<file path="src/rtl/tmr_pkg.sv">
package tmr_pkg;
  typedef enum logic [1:0] {
    SEL_FLAG = 2'd0,
    SEL_EN   = 2'd1,
    SEL_CTRL = 2'd2,
    SEL_NONE = 2'd3
  } reg_sel_e;

  localparam int CTRL_PERMIT_BIT = 0;
endpackage

</file>
<file path="src/rtl/tmr_counter.sv">
module tmr_counter #(
  parameter int CNT_W = 16
) (
  input  logic             clk,
  input  logic             rst_n,
  input  logic             run,
  output logic [CNT_W-1:0] count
);
  always_ff @(posedge clk or negedge rst_n) begin
    if (!rst_n)   count <= '0;
    else if (run) count <= count + 1'b1;
  end
endmodule

</file>
<file path="src/rtl/tmr_bus_gate.sv">
module tmr_bus_gate
  import tmr_pkg::*;
#(
  parameter int NCH = 4,
  parameter int DW  = 8
) (
  input  logic           wait_mode,
  input  logic           stop_mode,
  input  logic           brk_active,
  input  logic           permit,
  input  logic           bus_rd,
  input  logic           bus_wr,
  input  logic [1:0]     bus_addr,
  input  logic [NCH-1:0] flags,
  input  logic [NCH-1:0] en,
  output logic           arm_rd,
  output logic           clr_wr,
  output logic           en_we,
  output logic           ctrl_we,
  output logic [DW-1:0]  rdata
);
  logic     acc_ok, flag_sw_ok;
  reg_sel_e sel;

  assign sel        = reg_sel_e'(bus_addr);
  assign acc_ok     = !wait_mode && !stop_mode;
  assign flag_sw_ok = acc_ok && (!brk_active || permit);

  assign arm_rd  = bus_rd && !bus_wr && flag_sw_ok && (sel == SEL_FLAG);
  assign clr_wr  = bus_wr && flag_sw_ok && (sel == SEL_FLAG);
  assign en_we   = bus_wr && acc_ok && (sel == SEL_EN);
  assign ctrl_we = bus_wr && acc_ok && (sel == SEL_CTRL);

  always_comb begin
    rdata = '0;
    if (acc_ok) begin
      unique case (sel)
        SEL_FLAG: rdata[NCH-1:0] = flags;
        SEL_EN:   rdata[NCH-1:0] = en;
        SEL_CTRL: rdata[CTRL_PERMIT_BIT] = permit;
        default:  rdata = '0;
      endcase
    end
  end
endmodule

</file>
<file path="src/rtl/tmr_flag_cell.sv">
module tmr_flag_cell (
  input  logic clk,
  input  logic rst_n,
  input  logic set_ok,
  input  logic arm_rd,
  input  logic clr_wr,
  input  logic wbit,
  output logic flag
);
  logic armed;
  logic clear_hit;

  assign clear_hit = clr_wr && !wbit && armed;

  always_ff @(posedge clk or negedge rst_n) begin
    if (!rst_n) begin
      flag  <= 1'b0;
      armed <= 1'b0;
    end else if (clear_hit) begin
      // a simultaneous set keeps the flag and drops the arm
      flag  <= set_ok;
      armed <= 1'b0;
    end else begin
      if (set_ok)          flag  <= 1'b1;
      if (arm_rd && flag)  armed <= 1'b1;
    end
  end
endmodule

</file>
<file path="src/rtl/tmr_top.sv">
module tmr_top
  import tmr_pkg::*;
#(
  parameter int CNT_W = 16,
  parameter int NCH   = 4,
  parameter int DW    = 8
) (
  input  logic             clk,
  input  logic             rst_n,
  input  logic             wait_mode,
  input  logic             stop_mode,
  input  logic             brk_active,
  input  logic [NCH-1:0]   ch_set,
  input  logic             bus_rd,
  input  logic             bus_wr,
  input  logic [1:0]       bus_addr,
  input  logic [DW-1:0]    bus_wdata,
  output logic [DW-1:0]    bus_rdata,
  output logic [CNT_W-1:0] count,
  output logic [NCH-1:0]   flags,
  output logic             irq
);
  logic           bce_q;
  logic [NCH-1:0] en_q;
  logic           arm_rd, clr_wr, en_we, ctrl_we;

  tmr_counter #(.CNT_W(CNT_W)) u_cnt (
    .clk   (clk),
    .rst_n (rst_n),
    .run   (!stop_mode && !brk_active),
    .count (count)
  );

  tmr_bus_gate #(.NCH(NCH), .DW(DW)) u_gate (
    .wait_mode  (wait_mode),
    .stop_mode  (stop_mode),
    .brk_active (brk_active),
    .permit     (bce_q),
    .bus_rd     (bus_rd),
    .bus_wr     (bus_wr),
    .bus_addr   (bus_addr),
    .flags      (flags),
    .en         (en_q),
    .arm_rd     (arm_rd),
    .clr_wr     (clr_wr),
    .en_we      (en_we),
    .ctrl_we    (ctrl_we),
    .rdata      (bus_rdata)
  );

  for (genvar i = 0; i < NCH; i++) begin : g_ch
    tmr_flag_cell u_cell (
      .clk    (clk),
      .rst_n  (rst_n),
      .set_ok (ch_set[i] && !stop_mode),
      .arm_rd (arm_rd),
      .clr_wr (clr_wr),
      .wbit   (bus_wdata[i]),
      .flag   (flags[i])
    );
  end

  always_ff @(posedge clk or negedge rst_n) begin
    if (!rst_n) begin
      en_q  <= '0;
      bce_q <= 1'b0;
    end else begin
      if (en_we)   en_q  <= bus_wdata[NCH-1:0];
      if (ctrl_we) bce_q <= bus_wdata[CTRL_PERMIT_BIT];
    end
  end

  assign irq = |(flags & en_q);
endmodule

</file>
<file path="config.mk">
export PLATFORM = sky130hd
export DESIGN_NAME = tmr_top
export DESIGN_NICKNAME = d
export VERILOG_FILES = /design/src/rtl/tmr_pkg.sv /design/src/rtl/tmr_counter.sv /design/src/rtl/tmr_bus_gate.sv /design/src/rtl/tmr_flag_cell.sv /design/src/rtl/tmr_top.sv
export SDC_FILE = /design/constraint.sdc
export NUM_CORES = 1
export LEC_CHECK = 0
export BUFFER_PORTS_ARGS = -buffer_cell sky130_fd_sc_hd__buf_2
export CORE_MARGIN = 4
export CORE_UTILIZATION = 42
export CTS_CLUSTER_DIAMETER = 200
export DETAILED_ROUTE_END_ITERATION = 8
export PLACE_DENSITY = 0.73
export SLEW_MARGIN = 20
export SYNTH_ARGS = -nofsm -noshare
export SYNTH_HDL_FRONTEND = slang
export SYNTH_HIERARCHICAL = 1
export SYNTH_SLANG_ARGS = --single-unit
export TNS_END_PERCENT = 50
</file>
<file path="constraint.sdc">
create_clock -name clk -period 2.09 [get_ports clk]
set_clock_uncertainty 0.05 [all_clocks]
set_input_delay 0 -clock clk [delete_from_list [all_inputs] [get_ports clk]]
set_output_delay 0 -clock clk [all_outputs]
set_load 0.05 [all_outputs]
</file>
==> results.py, run 1 <==
metrics = {
    "status": {
        "status": "completed",
    },
    "cells_and_area": {
        "instances_no_fill": 235,
        "drive_gt1_share_pct": 31.2,
        "area_growth_pct": 28.7,
        "final_common_cell": "buf_2",
        "final_cell_mix": "buf_2 (41), dfrtp_1 (29), nor2_1 (12), nand2_1 (11), dlygate4sd3_1 (11)",
        "nets": 210,
        "antenna_cells": 0,
    },
    "worst_setup_path": {
        "cp.arrival_ns": 1.47,
        "critical_path_class": "register to output pin",
        "rr_startpoint": "u_cnt/count[0]",
        "critPathLaunchType": "register",
        "cp-startpoint": "g_ch[0].u_cell/flag",
        "r2r_end": "u_cnt/count[12]",
        "crit_path_end": "bus_rdata[0]",
        "critPathCaptureType": "output pin",
        "critical_path.slowest_cell": "dfrtp_1",
        "cp.depth": 3,
        "crit_family": "flip-flops",
        "critPathMaxFanout": 5,
        "cp_slowest_stage_delay_ns": 0.44,
        "ff2ff_path_depth": 5,
        "crit_chain": "mux2_4 > o211a_1 > buf_2",
        "crit_required_ns": 2.04,
        "path_buf_inv": 1,
        "r2r_setup_slack_ns": 0.57,
    },
    "routing": {
        "drt-wirelength-per-cell_um": 13.4,
        "viasPerCell": 4.91,
        "wl_um": 3150,
        "num_vias": 1153,
        "drc": 0,
        "dr.pass1.iters": 4,
        "final_antenna_net_count": 0,
        "drt_iter0_drc": 39,
    },
    "sta": {
        "clock.fmax_mhz": 659,
        "max_slew_margin_pct": 58.1,
        "worstMarginPinSlew_ns": 0.629,
        "fin_crit_ns": 1.52,
        "setup_viol": 0,
        "maxSlewViolCount": 0,
        "rsz0062_at_grt": "no",
        "fin_crit_sh_pct": 72.6,
        "whs_ns": 0.0130,
        "hold_viol": 0,
        "tns_ns": 0,
    },
    "worst_hold_path": {
        "hp-class": "input port to register",
    },
    "die": {
        "die-area_sq_um": 4490,
        "die_h_um": 67.0,
        "ios": 50,
        "core_area_sq_um": 3340,
        "rows": 21,
        "dieWidth_um": 67.0,
        "start_util_pct": 43.8,
    },
    "placed_design": {
        "hpwl_um": 2300,
        "dp_cells": 216,
        "globalplace.congestion": 0.766,
        "portBuffers": 41,
    },
    "logic_synthesis": {
        "ys.warnings.count": 6,
        "syn_area_sq_um": 1460,
        "synthCells": 130,
        "ys.flop_type": "dfrtp_1",
        "synthArstFlopShare_pct": 100,
        "seq_area_frac_synth_pct": 49.6,
        "synthDistinctLibCells": 31,
        "synth_edf_count": 0,
        "ys_ff_latch": 29,
        "postSynthAreaPerCell_sq_um": 11.3,
    },
    "global_routing": {
        "antenna_found_initial": 0,
        "grt_usage_pct": 15.1,
        "grt_pass1_wl_um": 4990,
        "grt.overflow.total": 0,
        "grt_pass1_vias": 1173,
        "grt_max_degree": 30,
    },
    "cts": {
        "cts_sinks": 29,
        "cts_tree": "built",
        "worstSkewPairLatency_ns": 0.33,
        "cts_setup_buffers": 0,
        "numCtsBuffers": 5,
        "cts_max_level": 2,
        "clockBufferDepth": 2,
        "clk_pin_slew_ns": 0.09,
        "clockRootBuffer": "clkbuf_4",
    },
    "power": {
        "pwr_density_cell_nw_per_um2": 894,
        "irDropWorstVdd_mv": 0.789,
        "p_leak_nw": 0.924,
    },
    "job": {
        "drv_cap": 0,
    },
}
[synthesized netlist by cell type (all sizes together), types with 2 or more instances]
cell type	n	share of area, %
a22oi	2	1.0
a31oi	4	1.7
and3	2	0.86
buf	5	2.8
dfrtp	29	50
inv	6	1.5
mux2	7	5.6
mux2i	7	4.8
nand2	11	2.8
nand3	5	1.7
nand4	4	2.7
nor2	12	3.1
nor2b	8	5.5
nor3	2	1.4
nor3b	2	1.0
xnor2	9	5.4
xor2	6	3.6
[per-stage QoR]
step                worst slack [ns]  power [mW]  util, %  instance area (sq um)
finish                         0.572        1.68     56.4                   1880
global route                   0.402        1.78     56.4                   1880
CTS                            0.560        1.71     56.4                   1880
detailed placement             0.498        1.30     51.0                   1700
global placement               0.558        1.28     51.0                   1700
floorplan                      0.364        1.16        -                   1470
[per-layer routing]
| metal | share of wire, % | vias up | track usage [%] |
|---|---|---|---|
| li1 | - | 552 | - |
| met1 | 42 | 557 | 17.7 |
| met2 | 49 | 41 | 25.4 |
| met3 | 7.9 | 3 | 5.56 |
| met4 | 1.1 | 0 | 4.56 |
| met5 | 0 | - | 0 |
[worst min path at each step]
| stage | startpoint | to | slack, ns | cells past startpoint |
|---|---|---|---|---|
| 6_report | stop_mode | g_ch[0].u_cell/flag | 0.01 | 4 |
| 5_1_grt | stop_mode | g_ch[0].u_cell/flag | 0.009 | 4 |
| 4_1_cts | stop_mode | g_ch[0].u_cell/flag | 0.0001 | 4 |
| 3_5_place_dp | rst_n | bce_q | 0.007 | 1 |
| 3_3_place_gp | rst_n | bce_q | -0.007 | 1 |
| 2_1_floorplan | rst_n | bce_q | -0.35 | 0 |
[cell families (layout without fill, tap and decap cells)]
family / count (synthesis) / count (layout) / synth area share, %
simple gates: 50 / 50 / 21.2
compound gates: 9 / 9 / 4.28
mux: 14 / 14 / 10.4
xor+xnor: 15 / 15 / 8.98
other cells: 1 / 4 / 0.256
buf+inv: 11 / 67 / 4.36
fa+ha+maj: 1 / 1 / 0.855
flops: 29 / 29 / 49.6
[cell type report]
| type | count | area, sq um |
|---|---|---|
| clock buffer | 7 | 65.1 |
| fill | 306 | 1450 |
| timing repair buffer | 53 | 323 |
| multi-input combinational | 93 | 684 |
| tap | 46 | 57.6 |
| sequential | 29 | 726 |
| inverter | 6 | 22.5 |
| clock inverter | 1 | 5.00 |
[timing repair]
item	CTS	global route
hold buffers	11	0
resized for setup	0	0
hold endpoints to repair	42	0
[registers in the layout, summed over array words and instances, names as in the netlist]
signal,count
u_cnt/count,16
en_q,4
g_ch.u_cell/flag,4
bce_q,1
g_ch.u_cell/armed,4
[where the power goes]
group | total, mW | internal (mW) | switching [mW] | leakage (nW)
clock | 0.384 | 0.195 | 0.190 | 0.0413
sequential | 0.775 | 0.656 | 0.119 | 0.356
combinational | 0.524 | 0.166 | 0.358 | 0.527
total | 1.68 | 1.02 | 0.667 | 0.924
[worst min-delay path, cell delays in order]
cell and delay, ns:
buf_2 0.16, nor2b_1 0.08, inv_1 0.06, a31oi_1 0.06
Note: power is estimated with default switching activity, not from simulation.
==> run 2, diff against run 1 <==
--- a/config.mk
+++ b/config.mk
@@ -5,12 +5,13 @@
 export SDC_FILE = /design/constraint.sdc
 export NUM_CORES = 1
 export LEC_CHECK = 0
+export ABC_AREA = 1
 export BUFFER_PORTS_ARGS = -buffer_cell sky130_fd_sc_hd__buf_2
 export CORE_MARGIN = 4
 export CORE_UTILIZATION = 42
 export CTS_CLUSTER_DIAMETER = 200
 export DETAILED_ROUTE_END_ITERATION = 8
-export PLACE_DENSITY = 0.73
+export PLACE_DENSITY = 0.72
 export SLEW_MARGIN = 20
 export SYNTH_ARGS = -nofsm -noshare
 export SYNTH_HDL_FRONTEND = slang
==> constraint.sdc (replaced) <==
create_clock -name clk -period 1.5 [get_ports clk]
set_clock_uncertainty 0.05 [all_clocks]
set_input_delay 0 -clock clk [delete_from_list [all_inputs] [get_ports clk]]
set_output_delay 0 -clock clk [all_outputs]
set_load 0.05 [all_outputs]
==> run 2 against run 1 <==
  * Sequential share of layout area decreased by 3.0 points
  * Clock power increased by 85%
  * Power increased by 50%
  * Non-clock buffer count decreased by 1
  * Core utilization decreased by 0.48 points
  * Hold slack got worse by 0.0090 ns
  * Wire length increased by 9.3%
  * Sequential power increased by 38%
  * Largest cell class unchanged
==> results.py, run 2 <==
metrics = {
    "status": {
        "status": "completed",
    },
    "worst_setup_path": {
        "crit_required_ns": 1.62,
        "critPathLaunchType": "register",
        "rr_startpoint": "u_cnt/count[0]",
        "cp-startpoint": "u_cnt/count[0]",
        "cp.arrival_ns": 1.44,
        "critical_path_class": "register to register",
        "critPathCaptureType": "register",
        "critPathMaxFanout": 4,
    },
    "logic_synthesis": {
        "synthDistinctLibCells": 18,
        "postSynthAreaPerCell_sq_um": 7.31,
        "synth_xor_area_share_pct": 6.05,
        "yosys.area_share.simple_pct": 31.1,
        "ys.warnings.count": 6,
        "synth_mux_area_share_pct": 0,
        "synth_top_area_share_pct": 45.6,
        "synthCells": 218,
        "synth_top_family_by_area": "simple AND/OR/NAND/NOR gates",
        "ys.flop_type": "dfrtp_1",
        "synth_fa_ha_area_share_pct": 0.786,
        "synth_most_common_cell": "nand2_1",
        "synth_commonest_cells": "nand2_1 (66), inv_1 (45), dfrtp_1 (29), nor2_1 (19), nand3_1 (17)",
        "synth-compound-area-share_pct": 2.83,
        "synth_area_leaders": "dfrtp_1 (46%), nand2_1 (16%), inv_1 (11%)",
        "seq_area_frac_synth_pct": 45.6,
        "ys_ff_latch": 29,
        "syn_area_sq_um": 1590,
        "synthArstFlopShare_pct": 100,
        "synth_edf_count": 0,
        "synth.largest_area_cell": "dfrtp_1",
    },
    "placed_design": {
        "globalplace.congestion": 0.780,
        "hpwl_um": 2530,
        "dp_cells": 307,
        "dpl_cell_area_sq_um": 1860,
        "portBuffers": 41,
    },
    "cells_and_area": {
        "regMostFlops": "u_cnt/count",
        "final_cell_mix": "nand2_1 (66), inv_1 (45), buf_2 (41), dfrtp_1 (27), nor2_1 (19)",
        "drive_gt1_share_pct": 22.5,
        "nets": 297,
        "area_growth_pct": 28.6,
        "final_common_cell": "nand2_1",
        "instances_no_fill": 324,
        "stdcell_area_sq_um": 2050,
        "largest_reg_flops": 16,
        "antenna_cells": 0,
    },
    "global_routing": {
        "grt_usage_pct": 15.6,
        "grt_pass1_vias": 1390,
        "grt.overflow.total": 0,
        "grt_max_degree": 30,
        "grt_pass1_wl_um": 6100,
        "antenna_found_initial": 0,
    },
    "routing": {
        "dr.pass1.iters": 4,
        "wl_um": 3450,
        "final_antenna_net_count": 0,
        "drt_iter0_drc": 56,
        "viasPerCell": 4.35,
        "num_vias": 1411,
        "drt-wirelength-per-cell_um": 10.6,
        "drc": 0,
    },
    "die": {
        "ios": 50,
        "die-area_sq_um": 4840,
        "die_h_um": 69.6,
        "start_util_pct": 43.5,
        "rows": 22,
        "dieWidth_um": 69.6,
        "core_area_sq_um": 3660,
    },
    "sta": {
        "tns_ns": 0,
        "max_slew_margin_pct": 57.1,
        "hold_viol": 0,
        "whs_ns": 0.00400,
        "setup_viol": 0,
        "fin_crit_ns": 1.32,
        "fin_crit_sh_pct": 88.1,
        "maxSlewViolCount": 0,
        "rsz0062_at_grt": "no",
        "worstMarginPinSlew_ns": 0.643,
        "clock.fmax_mhz": 757,
    },
    "job": {
        "drv_cap": 0,
    },
    "cts": {
        "cts_setup_buffers": 0,
        "cts_max_level": 2,
        "cts_sinks": 29,
        "worstSkewPairLatency_ns": 0.28,
        "clockBufferDepth": 2,
        "numCtsBuffers": 5,
        "clockRootBuffer": "clkbuf_8",
        "clk_pin_slew_ns": 0.06,
        "cts_tree": "built",
    },
    "power": {
        "power_mw": 2.52,
        "pwr_density_cell_nw_per_um2": 1230,
        "p_leak_nw": 1.12,
        "irDropWorstVdd_mv": 1.21,
    },
    "worst_hold_path": {
        "holdCritStartpoint": "stop_mode",
        "hp-class": "input port to register",
    },
}
[run 2: changes by cell type in the layout (fill, tap and decap cells not counted), sizes merged, moves of 7 or more]
cell,before,now
mux2,7,0
inv,6,47
mux2i,7,0
nand3,5,18
nor2,12,23
nand2,11,66
nor2b,8,0
[run 2: worst paths after layout]
check	endpoint	slack, ns	cells after the start
worst max-delay path	u_cnt/count[8]	0.18	5
worst min-delay path	g_ch[0].u_cell/flag	0.004	4
min in group asynchronous	u_cnt/count[11]	0.23	2
max in group asynchronous	u_cnt/count[0]	0.72	2
worst min register to register	u_cnt/count[0]	0.45	1
worst max register to register	u_cnt/count[8]	0.18	5
[run 2: kinds of logic after synthesis]
| logic type | count (synthesis) |
|---|---|
| adder cells (fa/ha/maj) | 1 |
| AO/OA/AOI/OAI | 9 |
| other | 1 |
| XOR/XNOR | 11 |
| flip-flops | 29 |
| AND/OR/NAND/NOR | 115 |
| buffers and inverters | 52 |
[run 2: through the flow]
| stage | utilization (%) | setup slack [ns] |
|---|---|---|
| final | 55.9 | 0.178 |
| after floorplan | - | -0.104 |
| after global routing | 55.9 | 0.0630 |
| after CTS | 55.9 | 0.174 |
| after detailed placement | 50.7 | 0.179 |
| after global placement | 50.7 | 0.200 |
[run 2: final cells by class]
type	instances	area (sq um)
inverter	47	176
sequential	29	728
clock inverter	1	5.00
tap	48	60.1
multi-input combinational	140	672
timing repair buffer	52	310
clock buffer	7	96.3
fill	361	1610
[run 2: per-layer routing]
layer	global-route usage [%]	share of wire (%)
met5	0	0
met4	5.86	1.6
met3	5.07	7.6
met2	25.7	46
met1	19.0	45
[run 2: report_power, final]
| group | internal [mW] | total [mW] | switching, mW | leakage (nW) |
|---|---|---|---|---|
| Clock | 0.414 | 0.711 | 0.297 | 0.0542 |
| Combinational | 0.211 | 0.739 | 0.529 | 0.730 |
| Sequential | 0.920 | 1.07 | 0.148 | 0.333 |
| Total | 1.54 | 2.52 | 0.973 | 1.12 |
[run 2: timing repair]
| action | 4_1_cts | 5_1_grt |
|---|---|---|
| hold buffers | 9 | 0 |
| gates resized for setup | 0 | 0 |
| hold endpoints to repair | 41 | 0 |
[run 2: worst max-delay path: stages, from the launching register on]
cell and delay (ns):
dfrtp_2 0.40, ha_1 0.24, nand3_1 0.11, nor2_2 0.20, nand2_1 0.09, xnor2_1 0.12
==> run 3, diff against run 2 <==
==> constraint.sdc (replaced) <==
create_clock -name clk -period 1.65 [get_ports clk]
set_clock_uncertainty 0.05 [all_clocks]
set_input_delay 0 -clock clk [delete_from_list [all_inputs] [get_ports clk]]
set_output_delay 0 -clock clk [all_outputs]
set_load 0.05 [all_outputs]
==> run 3 against run 2 <==
  * Combinational power shrank 9.6%
  * Critical path depth is the same
  * Sequential power shrank 9.9%
  * Cell count is the same
  * First-iteration DRC count grew 5.4%
  * Global-route usage shrank 0.90 points
  * Setup slack gained 0.11 ns
==> results.py, run 3 (synthesized netlist as in run 2, its figures left out) <==
metrics = {
    "worst_setup_path": {
        "rr_startpoint": "u_cnt/count[0]",
        "path_buf_inv": 0,
        "critPathLaunchType": "register",
        "cp.arrival_ns": 1.48,
        "critPathCaptureType": "register",
        "r2r_setup_slack_ns": 0.28,
        "cpMostUsedCell": "nand2_1",
        "critical_path.slowest_cell": "dfrtp_1",
        "r2r_end": "u_cnt/count[10]",
        "ff2ff_path_depth": 5,
        "crit_family": "flip-flops",
        "crit_chain": "ha_1 > nand2_1 > nor2_1 > nand2_1 > xor2_1",
        "critical_path_class": "register to register",
        "critPathMaxFanout": 4,
        "cp_slowest_stage_delay_ns": 0.41,
        "crit_required_ns": 1.76,
    },
    "cells_and_area": {
        "antenna_cells": 0,
        "largest_reg_flops": 16,
        "nets": 297,
        "instances_no_fill": 324,
        "regMostFlops": "u_cnt/count",
        "drive_gt1_share_pct": 20.7,
        "utilization_pct": 55.2,
        "area_growth_pct": 26.8,
        "final_common_cell": "nand2_1",
        "final_cell_mix": "nand2_1 (66), inv_1 (45), buf_2 (41), dfrtp_1 (29), nor2_1 (19)",
    },
    "sta": {
        "tns_ns": 0,
        "rsz0062_at_grt": "no",
        "fin_crit_ns": 1.37,
        "max_slew_margin_pct": 57.7,
        "hold_viol": 0,
        "fin_crit_sh_pct": 82.8,
        "maxSlewViolCount": 0,
        "clock.fmax_mhz": 732,
        "setup_viol": 0,
        "worstMarginPinSlew_ns": 0.634,
    },
    "routing": {
        "dr.pass1.iters": 4,
        "wl_um": 3320,
        "drt-wirelength-per-cell_um": 10.3,
        "drt_iter0_drc": 59,
        "final_antenna_net_count": 0,
        "viasPerCell": 4.36,
        "num_vias": 1414,
        "drc": 0,
    },
    "power": {
        "irDropWorstVdd_mv": 0.832,
        "p_leak_nw": 1.11,
        "pwr-share-seq_pct": 44.3,
        "power_mw": 2.18,
        "comb_power_share_pct": 30.7,
        "p_clk_share_pct": 25.0,
        "power_switching_mw": 0.863,
        "p_int_mw": 1.31,
        "sw_frac_of_total_pct": 39.7,
        "pwr_density_cell_nw_per_um2": 1080,
    },
    "worst_hold_path": {
        "hp-class": "input port to register",
        "min_to": "g_ch[2].u_cell/flag",
        "holdPathStages": 4,
        "holdCritStartpoint": "stop_mode",
    },
    "global_routing": {
        "grt_pass1_wl_um": 5780,
        "grt.overflow.total": 0,
        "antenna_found_initial": 0,
        "grt_usage_pct": 14.7,
        "grt_pass1_vias": 1316,
        "grt_max_degree": 30,
    },
    "cts": {
        "worstSkewPairLatency_ns": 0.27,
        "cts_max_level": 2,
        "cts_tree": "built",
        "cts_sinks": 29,
        "cts_setup_buffers": 0,
        "clockBufferDepth": 2,
        "holdBufCountCts": 9,
        "post_cts_resized": 0,
        "clockRootBuffer": "clkbuf_8",
        "clk_pin_slew_ns": 0.06,
        "numCtsBuffers": 5,
    },
    "die": {
        "rows": 22,
        "dieWidth_um": 69.6,
        "ios": 50,
        "die_h_um": 69.6,
        "die-area_sq_um": 4840,
        "core_area_sq_um": 3660,
        "start_util_pct": 43.5,
    },
    "placed_design": {
        "globalplace.congestion": 0.802,
        "portBuffers": 41,
        "dp_cells": 307,
        "hpwl_um": 2500,
    },
    "job": {
        "drv_cap": 0,
    },
    "status": {
        "status": "completed",
    },
}
[run 3: worst max path at each step]
stage | start | end | slack [ns] | cells past startpoint
2_1_floorplan | u_cnt/count[0] | u_cnt/count[8] | 0.02 | 5
3_3_place_gp | u_cnt/count[0] | u_cnt/count[10] | 0.32 | 5
3_5_place_dp | u_cnt/count[0] | u_cnt/count[10] | 0.29 | 5
4_1_cts | u_cnt/count[0] | u_cnt/count[10] | 0.28 | 5
5_1_grt | u_cnt/count[0] | u_cnt/count[12] | 0.14 | 6
6_report | u_cnt/count[0] | u_cnt/count[10] | 0.28 | 5
[run 3: through the flow]
stage                     cell area, sq um  worst slack (ns)  hold slack, ns
after floorplan                       1600            0.0164          -0.346
after global placement                1850             0.324          0.0134
after detailed placement              1850             0.294          0.0122
after CTS                             2020             0.280          0.0126
after global routing                  2020             0.143          0.0345
final                                 2020             0.284          0.0134
[run 3: final cells by class]
type / count / area, sq um
fill: 363 / 1640
sequential: 29 / 726
multi-input combinational: 140 / 664
timing repair buffer: 52 / 310
inverter: 47 / 176
clock buffer: 6 / 72.6
tap: 48 / 60.1
clock inverter: 2 / 10.0
[run 3: layer usage]
| layer | vias up | share of wire (%) | global-route usage [%] | wire [um] |
|---|---|---|---|---|
| li1 | 753 | - | - | - |
| met1 | 606 | 47 | 17.9 | 1550 |
| met2 | 50 | 44 | 23.9 | 1450 |
| met3 | 5 | 8.2 | 5.36 | 273 |
| met4 | 0 | 1.4 | 5.21 | 47 |
| met5 | - | 0 | 0 | 0 |
[run 3: power by group through the flow]
stage | clock [mW] | combinational [mW] | sequential [mW]
after floorplan | 0 | 0.277 | 1.18
after global placement | 0 | 0.647 | 0.972
after detailed placement | 0 | 0.660 | 0.973
after CTS | 0.564 | 0.676 | 0.963
after global routing | 0.601 | 0.732 | 0.984
final | 0.544 | 0.668 | 0.964
[run 3: worst reg2reg max path: cells and delay by family, from the launching register on]
family | cells | cell delay, ns
XOR/XNOR | 1 | 0.16
adder cells (fa/ha/maj) | 1 | 0.23
AND/OR/NAND/NOR | 3 | 0.40
flip-flops | 1 | 0.41
